$ cat src/rtl/ds3_txs_pkg.sv
package ds3_txs_pkg;

    // One registered output slot of the merge stage
    typedef struct packed {
        logic ser;
        logic oh;
        logic fend;
    } slot_out_t;

endpackage

$ cat src/rtl/ds3_slot_counter.sv
module ds3_slot_counter #(
    parameter int BLOCK_BITS     = 85,
    parameter int BLOCKS_PER_SUB = 8,
    parameter int SUBFRAMES      = 7
) (
    input  logic clk,
    input  logic rst,
    output logic is_oh,
    output logic is_last
);
    localparam int BIT_W = (BLOCK_BITS     > 1) ? $clog2(BLOCK_BITS)     : 1;
    localparam int BLK_W = (BLOCKS_PER_SUB > 1) ? $clog2(BLOCKS_PER_SUB) : 1;
    localparam int SUB_W = (SUBFRAMES      > 1) ? $clog2(SUBFRAMES)      : 1;

    typedef struct packed {
        logic [BIT_W-1:0] bitn;
        logic [BLK_W-1:0] blk;
        logic [SUB_W-1:0] sub;
    } cnt_t;

    cnt_t cnt_d, cnt_q;
    logic bit_wrap, blk_wrap, sub_wrap;

    always_comb begin
        bit_wrap = (cnt_q.bitn == BIT_W'(BLOCK_BITS - 1));
        blk_wrap = (cnt_q.blk  == BLK_W'(BLOCKS_PER_SUB - 1));
        sub_wrap = (cnt_q.sub  == SUB_W'(SUBFRAMES - 1));
        cnt_d    = cnt_q;
        if (bit_wrap) begin
            cnt_d.bitn = '0;
            if (blk_wrap) begin
                cnt_d.blk = '0;
                cnt_d.sub = sub_wrap ? '0 : cnt_q.sub + 1'b1;
            end else begin
                cnt_d.blk = cnt_q.blk + 1'b1;
            end
        end else begin
            cnt_d.bitn = cnt_q.bitn + 1'b1;
        end
    end

    always_ff @(posedge clk) begin
        if (rst) cnt_q <= '0;
        else     cnt_q <= cnt_d;
    end

    assign is_oh   = (cnt_q.bitn == '0);
    assign is_last = bit_wrap && blk_wrap && sub_wrap;

    // bit index stays inside a block
    a_r6_bit_range: assert property (@(posedge clk) disable iff (rst)
        cnt_q.bitn <= BIT_W'(BLOCK_BITS - 1));
    // after the last slot the counter is back at slot 0
    a_r4_wrap_zero: assert property (@(posedge clk) disable iff (rst)
        is_last |=> (cnt_q == '0));
    // block and subframe indices stay in range
    a_r6_blk_range: assert property (@(posedge clk) disable iff (rst)
        (cnt_q.blk <= BLK_W'(BLOCKS_PER_SUB - 1)) && (cnt_q.sub <= SUB_W'(SUBFRAMES - 1)));
endmodule

$ cat src/rtl/ds3_slot_merge.sv
module ds3_slot_merge
    import ds3_txs_pkg::*;
(
    input  logic clk,
    input  logic rst,
    input  logic ser_in,
    input  logic oh_bit,
    input  logic is_oh,
    input  logic is_last,
    output logic ser_out,
    output logic oh_flag,
    output logic frame_end
);
    slot_out_t out_d, out_q;
    logic      live_q;

    always_comb begin
        out_d.ser  = is_oh ? oh_bit : ser_in;
        out_d.oh   = is_oh;
        out_d.fend = is_last;
    end

    always_ff @(posedge clk) begin
        if (rst) begin
            out_q  <= '0;
            live_q <= 1'b0;
        end else begin
            out_q  <= out_d;
            live_q <= 1'b1;
        end
    end

    assign ser_out   = out_q.ser;
    assign oh_flag   = out_q.oh;
    assign frame_end = out_q.fend;

    // payload slot forwards the bit sampled one clock earlier
    a_r1_payload_pass: assert property (@(posedge clk) disable iff (rst)
        (live_q && !oh_flag) |-> (ser_out == $past(ser_in)));
    // overhead slot carries the overhead bit
    a_r2_oh_pass: assert property (@(posedge clk) disable iff (rst)
        (live_q && oh_flag) |-> (ser_out == $past(oh_bit)));
    // frame pulse lasts one clock
    a_r3_single_pulse: assert property (@(posedge clk) disable iff (rst)
        frame_end |=> !frame_end);
    // strobes never coincide
    a_r7_no_overlap: assert property (@(posedge clk) disable iff (rst)
        !(frame_end && oh_flag));
    // next frame opens with an overhead slot
    a_r4_restart_oh: assert property (@(posedge clk) disable iff (rst)
        frame_end |=> oh_flag);
endmodule

$ cat src/rtl/ds3_frame_master_tx.sv
module ds3_frame_master_tx #(
    parameter int BLOCK_BITS     = 85,
    parameter int BLOCKS_PER_SUB = 8,
    parameter int SUBFRAMES      = 7
) (
    input  logic clk,
    input  logic rst,
    input  logic ser_in,
    input  logic oh_bit,
    output logic ser_out,
    output logic oh_flag,
    output logic frame_end
);
    localparam int FRAME_BITS = BLOCK_BITS * BLOCKS_PER_SUB * SUBFRAMES;

    logic slot_oh, slot_last;

    ds3_slot_counter #(
        .BLOCK_BITS    (BLOCK_BITS),
        .BLOCKS_PER_SUB(BLOCKS_PER_SUB),
        .SUBFRAMES     (SUBFRAMES)
    ) u_cnt (
        .clk    (clk),
        .rst    (rst),
        .is_oh  (slot_oh),
        .is_last(slot_last)
    );

    ds3_slot_merge u_merge (
        .clk      (clk),
        .rst      (rst),
        .ser_in   (ser_in),
        .oh_bit   (oh_bit),
        .is_oh    (slot_oh),
        .is_last  (slot_last),
        .ser_out  (ser_out),
        .oh_flag  (oh_flag),
        .frame_end(frame_end)
    );

    initial begin
        a_r7_geom: assert (BLOCK_BITS > 1 && FRAME_BITS > 1);
    end
endmodule

$ cat config.mk
export PLATFORM = sky130hd
export DESIGN_NAME = ds3_frame_master_tx
export DESIGN_NICKNAME = d
export VERILOG_FILES = /design/src/rtl/ds3_txs_pkg.sv /design/src/rtl/ds3_slot_counter.sv /design/src/rtl/ds3_slot_merge.sv /design/src/rtl/ds3_frame_master_tx.sv
export SDC_FILE = /design/constraint.sdc
export NUM_CORES = 1
export LEC_CHECK = 0
export BUFFER_PORTS_ARGS = -buffer_cell sky130_fd_sc_hd__buf_2
export CORE_UTILIZATION = 40
export DETAILED_ROUTE_END_ITERATION = 16
export PLACE_DENSITY_LB_ADDON = 0.05
export SLEW_MARGIN = 15
export SYNTH_ARGS = -nofsm -noshare
export SYNTH_HDL_FRONTEND = slang
export SYNTH_SLANG_ARGS = --single-unit
$ cat constraint.sdc
create_clock -name clk -period 2.94 [get_ports clk]
set_clock_uncertainty 0.2 [all_clocks]
set_input_delay 0.294 -clock clk [delete_from_list [all_inputs] [get_ports clk]]
set_output_delay 0.294 -clock clk [all_outputs]
set_load 0.01 [all_outputs]
# Word level (Yosys, flattened, before mapping)
# Index checks and enable logic that the tools add are counted.
# totals
regBits,16
input_bits,4
output_inout_bits,3
word_cells,20
# classes
addsub,3
n_eq_ne,3
n_mux,3
reduce_logical,5
# ops
operator,n
$add A7 B1 Y7 const B,1
$eq A7 B7 Y1 const B,1
$logic_not A7 Y1,1
$add A3 B1 Y3 const B,2
$eq A3 B3 Y1 const B,2
$mux W3,2
$logic_and A1 B1 Y1,2
$reduce_and A2 Y1,1
$reduce_or A2 Y1,1
$mux W1,1

# Depth between registers and ports, before layout
# Gate-level depths: netlist of the first run.
# logic_depth
ltp_word,3
ltp_mapped,6
ltp_nobuf,5

# By module
# From an unflattened synthesis of the first run, not the netlist that was laid out.
# hier_totals
cells_unflattened,78
hier_area_um2,699.4
# by_module_without_submodules
module,n_inst,cells_per_inst,area_each_um2,seq_area_each_um2
ds3_slot_counter,1,71,613.1,260.2
ds3_slot_merge,1,7,86.3,60.1

# Worst setup path before layout of the first run
# No wires, ideal clock.
# synth_timing
kind,register -> register
from,register u_cnt.cnt_q[6] (netlist bit)
to,register u_cnt.cnt_q[3] (netlist bit)
setup_time_ps,71
arrival_ps,1535
required_ps,2669
setup_slack_ps,1135
stages_incl_launch_ff,7
n_path_buf,1
period_less_slack_ps,1805
path_cell_list,dfxtp_1 -> inv_1 -> ha_1 -> or3b_1 -> clkbuf_2 -> or4_1 -> a21oi_1
# synth_via
elab_chain_cells,1
# synth_rtl
element,line,source
"start, declared",ds3_slot_counter.sv:21,"cnt_t cnt_d, cnt_q;"
"start signal, assigned",ds3_slot_counter.sv:44,else cnt_q <= cnt_d;
$eq A7 B7 Y1,ds3_slot_counter.sv:25,bit_wrap = (cnt_q.bitn == BIT_W'(BLOCK_BITS - 1));
# No other way between the ends.
# A chain may end at the register's enable or synchronous reset.

# Worst setup path after layout of the first run
# Ends and elaborated chain as after synthesis.

==> run summary, run 1 <==
========================================================================================
Number of setup buffers added after CTS                                                0
Synthesis-to-layout area growth                                                    7.94%
Count of flip-flops with a built-in enable after synthesis                             0
Result of the run                                                              completed
Number of ports placed on the die boundary                                             7
Most used cells in the layout excluding fill and tap cells                  dfxtp_1, a21oi_1, o21ai_0
Setup Total Neg Slack                                                               0 ns
Net total in the final layout                                                         97
Worst hold stages                                                                      3
Fraction of layout instances using a drive strength above 1                        0.115
Max Cap Viol                                                                           0
Final hold viol count                                                                  0
Period Utilization, post-route                                                     0.637
Static Leakage                                                                  0.299 nW
Placement Rows                                                                        14
Chip width                                                                       44.1 um
Startpoint of the most critical register-to-register path                   u_cnt.cnt_q[6]
DP Wirelength                                                                     878 um
Number of max-slew violations in the final report                                      0
FF+latch count, synth                                                                 16
Switching fraction of total power                                                  0.236
Sink count of the clock tree                                                          16
Top area cells in the synthesized netlist                                   dfxtp_1, ha_1, a21oi_1
Sequential Area                                                                  320 um2
Hold-critical path endpoint                                                 u_merge.ser_out
Count of distinct cell types in the synthesized netlist                               27
Number of standard cells after synthesis                                              82
Highest Clock Rate                                                             0.534 GHz
Worst Path Required                                                              2.96 ns
First DRT Iteration DRCs                                                               1
Clock buffers created by TritonCTS                                                     3
Multi-input logic area                                                           358 um2
Comb power frac                                                                    0.090
Mean Syn Cell Area                                                              8.65 um2
Root buffer cell                                                                clkbuf_4
Share of Yosys cell area claimed by the top area cell type                         0.451
Initial antenna violation count                                                        0
Number of H-tree branching levels                                                      1
Library cell occupying the most area in the post-synthesis netlist               dfxtp_1
Clk slew on worst S/H paths                                                      0.09 ns
Power density over cell area                                                  485 nW/um2
Effective utilization at floorplan                                                 0.450
Commonest non-fill, non-tap cell in the layout                                   dfxtp_1
Part of the total power dissipated in the clock network                            0.297
Actual transition at the worst max-transition pin                               0.555 ns
Power share of the sequential group                                                0.613
Placed instance count                                                                100
Data arrival time of the worst path                                              1.89 ns
GR Overflow Total                                                                      0
Worst min path class                                                        primary input to flip-flop
Die outline height                                                               44.1 um
First-pass GRT wire length                                                       2.06 mm
Cell internal power dissipation                                                   284 uW
Post-layout minimum cycle time                                                   1.87 ns
Number of vias per cell                                                             5.35
CTS tree                                                                             yes
Reg2Reg Setup Slack                                                              1.07 ns
Remaining antenna violation count                                                      0
Count of warnings emitted by yosys                                                     0
Syn Std Cell Area                                                                709 um2
Layout filler cell count                                                             159
Startpoint of the lowest-slack hold path                                          oh_bit
Endpoint of the lowest-slack register-to-register path                      u_cnt.cnt_q[3]
Global router's overall resource usage                                             0.145
Endpoint type of the worst setup path                                          flip-flop
Worst slew slack as a fraction of its limit                                        0.628
Worst skew pair latency                                                          0.28 ns
Number of vias in the routed layout                                                  551
Share of flip-flops with an asynchronous set or reset                                  0
Total Die Area                                                                  1950 um2
Number of cells in the finished layout apart from fillers                            103
Maximum resistive drop on vdd                                                   0.264 mV
Final setup fails                                                                      0
Number of antenna diodes                                                               0
Register-to-Register Path Depth                                                        5
Count of buffers from port buffering                                                   6
Total nets after synthesis                                                            90
Setup repair after global routing missed its margin                                   no
Longest Clk Path Bufs                                                                  2
Hold bufs inserted after CTS                                                           0
Psw                                                                              87.7 uW
Total Wirelength                                                                 1.21 mm
Remaining design rule violation count                                                  0
Count of cells resized by post-cts repair                                              0
Via count of the first global-routing pass                                           497
Global placement routability congestion                                            0.798
Core area                                                                       1580 um2
Top_reg_cell synth                                                               dfxtp_1
Number of search-and-repair iterations in the first detailed-routing pass              3
Largest net degree at the start of global routing                                     11
Critical Path Start Type                                                       flip-flop
Worst-path fanout max                                                                  8
Final routed wire length divided by cell count                                   11.7 um
Portion of the post-synthesis area used by sequential elements                     0.451
Crit Path Class                                                             flip-flop to flip-flop
========================================================================================
[area by class of cell]
type                    instances  area share
well taps                      16      0.0261
inverters                       4      0.0196
multi-input cells              58       0.467
flip-flops and latches         16       0.418
clock buffers                   3      0.0294
repair buffers                  6      0.0392
[registers in the layout (all words and copies together) (netlist names)]
name / flops
u_merge.oh_flag: 1
u_cnt.cnt_q: 13
u_merge.ser_out: 1
u_merge.frame_end: 1
[per-layer routing]
layer | vias to the layer above | wire length (um) | GRT usage
li1 | 304 | - | -
met1 | 241 | 642 | 0.184
met2 | 4 | 521 | 0.218
met3 | 2 | 34 | 0.0612
met4 | 0 | 10 | 0.0545
met5 | - | 0 | 0
[logic make-up (layout without fill, tap and decap cells)]
| kind of cell | count (synthesis) | count (layout) | synth area share |
|---|---|---|---|
| flops | 16 | 16 | 0.452 |
| buf+inv | 8 | 13 | 0.0441 |
| compound gates | 19 | 19 | 0.148 |
| xor+xnor | 3 | 3 | 0.0370 |
| simple gates | 32 | 32 | 0.249 |
| fa+ha+maj | 4 | 4 | 0.0705 |
[power by group through the flow]
stage | clock network [mW] | logic, mW | registers, mW
3_3_place_gp | 0 | 0.0338 | 0.233
3_5_place_dp | 0 | 0.0339 | 0.233
2_1_floorplan | 0 | 0.0255 | 0.232
5_1_grt | 0.127 | 0.0384 | 0.228
6_report | 0.110 | 0.0335 | 0.228
4_1_cts | 0.116 | 0.0341 | 0.228
[cell usage after synthesis (2+ instances only)]
cell	instances
nor2_1	6
ha_1	4
dfxtp_1	16
nand2_1	5
nand4_1	2
nand3_1	6
or3_1	2
nor3_1	3
xor2_1	2
a21oi_1	8
clkbuf_1	3
inv_1	4
o21ai_0	7
[worst max-delay path, stage by stage, from the launching register on]
cell     delay (ns)
dfxtp_1        0.34
inv_1          0.06
ha_1           0.14
or3b_1         0.46
or4_1          0.50
a21oi_1        0.12
[stage by stage]
| step | util | power (mW) | cell area (um2) | worst slack, ns | hold WS, ns |
|---|---|---|---|---|---|
| global route | 0.486 | 0.394 | 766 | 0.969 | 0.0589 |
| global placement | 0.471 | 0.266 | 743 | 1.10 | 0.247 |
| finish | 0.486 | 0.371 | 766 | 1.07 | 0.0676 |
| floorplan | - | 0.258 | 709 | 1.13 | 0.230 |
| detailed placement | 0.471 | 0.267 | 743 | 1.06 | 0.254 |
| CTS | 0.486 | 0.378 | 766 | 1.05 | 0.0486 |
[how the worst max path moves through the flow]
stage | end | from | cells past startpoint | slack, ns
detailed placement | u_cnt.cnt_q[3] | u_cnt.cnt_q[6] | 5 | 1.06
global route | u_cnt.cnt_q[3] | u_cnt.cnt_q[6] | 5 | 0.97
finish | u_cnt.cnt_q[3] | u_cnt.cnt_q[6] | 5 | 1.07
global placement | u_cnt.cnt_q[3] | u_cnt.cnt_q[6] | 5 | 1.10
CTS | u_cnt.cnt_q[3] | u_cnt.cnt_q[6] | 5 | 1.05
floorplan | u_cnt.cnt_q[3] | u_cnt.cnt_q[6] | 6 | 1.13
No activity file was read; power rests on OpenSTA's default activity.
==> run 2, diff against run 1 <==
--- a/config.mk
+++ b/config.mk
@@ -5,6 +5,7 @@
 export SDC_FILE = /design/constraint.sdc
 export NUM_CORES = 1
 export LEC_CHECK = 0
+export ABC_AREA = 1
 export BUFFER_PORTS_ARGS = -buffer_cell sky130_fd_sc_hd__buf_2
 export CORE_UTILIZATION = 40
 export DETAILED_ROUTE_END_ITERATION = 16
==> constraint.sdc (replaced) <==
create_clock -name clk -period 1.8 [get_ports clk]
set_clock_uncertainty 0.2 [all_clocks]
set_input_delay 0.18 -clock clk [delete_from_list [all_inputs] [get_ports clk]]
set_output_delay 0.18 -clock clk [all_outputs]
set_load 0.01 [all_outputs]
==> run summary, run 2 <==
========================================================================================
Result of the run                                                              completed
Number of cells in the finished layout apart from fillers                            140   +36%
Syn Std Cell Area                                                                757 um2   +6.7%
Final hold viol count                                                                  0   unchanged
Net total in the final layout                                                        124   +28%
Fraction of layout instances using a drive strength above 1                        0.165   +0.0503
Number of search-and-repair iterations in the first detailed-routing pass              4   +1
Placed instance count                                                                133   +33%
Cell internal power dissipation                                                   511 uW   +80%
Global placement routability congestion                                            0.682   -14%
Die outline height                                                               45.5 um   +3.1%
Part of the total power dissipated in the clock network                            0.357   +0.060
Power Total                                                                       658 uW   +77%
Count of flip-flops with a built-in enable after synthesis                             0   unchanged
Final setup fails                                                                      0   unchanged
Buffer and inverter count on the worst path                                            2   +1
Total Die Area                                                                  2070 um2   +6.4%
Critical Path Start Type                                                       flip-flop
Count of cells resized by post-cts repair                                              0   unchanged
Number of vias in the routed layout                                                  629   +14%
Library cell occupying the most area in the post-synthesis netlist               dfxtp_1
Total nets after synthesis                                                           110   +22%
Remaining design rule violation count                                                  0   unchanged
Final hold slack                                                                0.274 ns   +0.207 ns
Most common cell in the synthesized netlist                                       nor2_1
Number of ports placed on the die boundary                                             7   unchanged
Longest Clk Path Bufs                                                                  2   unchanged
First DRT Iteration DRCs                                                               9   +8
Number of max-slew violations in the final report                                      0   unchanged
Chip width                                                                       45.5 um   +3.1%
Actual transition at the worst max-transition pin                               0.287 ns   -0.268 ns
Layout filler cell count                                                             179   +13%
Post-layout minimum cycle time                                                   1.40 ns   -0.474 ns
Top_reg_cell synth                                                               dfxtp_1
Share of flip-flops with an asynchronous set or reset                                  0   unchanged
Clock buffers created by TritonCTS                                                     3   unchanged
Remaining antenna violation count                                                      0   unchanged
Data arrival time of the worst path                                              1.38 ns   -0.51 ns
Most used cells in the layout excluding fill and tap cells                  nor2_1, nand2_1, dfxtp_1
Endpoint type of the worst setup path                                          flip-flop
Sequential Area                                                                  320 um2   unchanged
Maximum resistive drop on vdd                                                   0.361 mV   +36%
Number of standard cells after synthesis                                             102   +24%
Top area cells in the synthesized netlist                                   dfxtp_1, nor2_1, nand2_1
Final routed wire length divided by cell count                                   9.12 um   -22%
Commonest non-fill, non-tap cell in the layout                                    nor2_1
Setup repair after global routing missed its margin                                   no
Highest Clock Rate                                                             0.715 GHz   +34%
Effective utilization at floorplan                                                 0.434   -0.0163
Number of H-tree branching levels                                                      1   unchanged
FF+latch count, synth                                                                 16   unchanged
Total Wirelength                                                                 1.28 mm   +5.6%
Crit Path Class                                                             flip-flop to flip-flop
Core area                                                                       1750 um2   +11%
Largest net degree at the start of global routing                                     10   -1
Count of warnings emitted by yosys                                                     0   unchanged
DP Wirelength                                                                     927 um   +5.6%
Delay-heaviest family, CP                                                   simple AND/OR/NAND/NOR gates
Setup Total Neg Slack                                                               0 ns   unchanged
GR Overflow Total                                                                      0   unchanged
Portion of the post-synthesis area used by sequential elements                     0.423   -0.0284
Number of antenna diodes                                                               0   unchanged
Clk slew on worst S/H paths                                                      0.09 ns   about the same
Top register by number of flip-flops                                         u_cnt.cnt_q
Multi-input logic area                                                           377 um2   +5.2%
Mean Syn Cell Area                                                              7.42 um2   -14%
Comb power frac                                                                    0.079   -0.011
First-pass GRT wire length                                                       2.06 mm   unchanged
Worst Path Required                                                              1.78 ns   -1.18 ns
Count of buffers from port buffering                                                   6   unchanged
Critical Path Slowest Stage Cell                                                 dfxtp_1
Power density over cell area                                                  744 nW/um2   +53%
Via count of the first global-routing pass                                           560   +13%
Initial antenna violation count                                                        0   unchanged
Period Utilization, post-route                                                     0.777   +0.140
Final design instance area without fill                                          885 um2   +16%
Sink count of the clock tree                                                          16   unchanged
Count of distinct cell types in the synthesized netlist                               18   -33%
Area of placed instances                                                         818 um2   +10%
Share of Yosys cell area claimed by the top area cell type                         0.423   -0.0284
Max reg flops                                                                         13   unchanged
Synthesis-to-layout area growth                                                    16.9%
Root buffer cell                                                                clkbuf_4
Number of vias per cell                                                             4.49   -16%
CTS tree                                                                             yes
Leading cell types by count after synthesis                                 nor2_1, nand2_1, dfxtp_1
List of cells traversed by the critical path                                inv_1, ha_1, nand3_2, nor2_4, inv_2, nand2_4, nor2_1
Psw                                                                               147 uW   +68%
Switching fraction of total power                                                  0.224   -0.0124
Max Cap Viol                                                                           0   unchanged
Reg2Reg Setup Slack                                                              0.40 ns   -0.67 ns
Static Leakage                                                                  0.397 nW   +33%
Worst min path class                                                        flip-flop to flip-flop
Global router's overall resource usage                                             0.145   +0.000183
Worst skew pair latency                                                          0.28 ns   about the same
Worst slew slack as a fraction of its limit                                        0.809   +0.180
Placement Rows                                                                        15   +1
Worst-path fanout max                                                                  7   -1
Worst path max stage delay                                                       0.35 ns   -0.15 ns
Power share of the sequential group                                                0.564   -0.049
========================================================================================
[run 2: cell count changes after synthesis, sizes merged, moves of 2 or more]
cell and change:
nand2 +16, nand3 +4, nand4 -2, clkbuf -4, o21ai -4, a21oi -6, inv +12, or3 -2
nor2 +18
[run 2: worst paths after layout]
| kind | start | to | cells after the start |
|---|---|---|---|
| worst min-delay path | u_cnt.cnt_q[6] | u_cnt.cnt_q[6] | 1 |
| worst max-delay path | u_cnt.cnt_q[6] | u_cnt.cnt_q[11] | 7 |
| worst min register to register | u_cnt.cnt_q[6] | u_cnt.cnt_q[6] | 1 |
| worst max register to register | u_cnt.cnt_q[6] | u_cnt.cnt_q[11] | 7 |
[run 2: layout make-up]
class / instances / area share
multi-input combinational: 70 / 0.426
sequential: 16 / 0.362
timing repair buffer: 9 / 0.0679
inverter: 16 / 0.0679
clock buffer: 4 / 0.0410
tap: 25 / 0.0354
[run 2: kinds of logic (layout without fill, tap and decap cells)]
kind of cell	Yosys count	count (layout)	share of synthesized area
buffers and inverters	16	29	0.0793
adder cells (fa/ha/maj)	4	4	0.0661
flip-flops	16	16	0.423
XOR/XNOR	3	3	0.0347
AND/OR/NAND/NOR	58	58	0.359
AO/OA/AOI/OAI	5	5	0.0380
[run 2: worst reg2reg max path, cell delays in order (launching register included)]
cell,delay [ns]
dfxtp_1,0.35
inv_1,0.07
ha_1,0.17
nand3_2,0.10
nor2_4,0.18
inv_2,0.08
nand2_4,0.10
nor2_1,0.06
[run 2: power by group through the flow]
stage / registers [mW] / clock network [mW] / logic [mW]
after CTS: 0.371 / 0.245 / 0.0523
final: 0.371 / 0.235 / 0.0520
after global routing: 0.373 / 0.263 / 0.0591
after detailed placement: 0.379 / 0 / 0.0472
after floorplan: 0.381 / 0 / 0.0304
after global placement: 0.379 / 0 / 0.0464
[run 2: metrics by stage]
step	setup slack, ns	util
finish	0.401	0.507
global route	0.276	0.507
CTS	0.380	0.507
detailed placement	0.394	0.469
global placement	0.433	0.469
floorplan	0.509	-
[run 2: layer usage]
metal / GRT usage / wire (um) / up-vias
met2: 0.229 / 571 / 11
met5: 0 / 0 / -
met3: 0.0357 / 30 / 4
met4: 0.109 / 37 / 0
li1: - / - / 338
met1: 0.167 / 637 / 276
[run 2: repair_timing]
item                                   in CTS  in global routing
setup buffers                               0                  0
endpoints found under the hold margin       2                  0
hold buffers                                3                  0
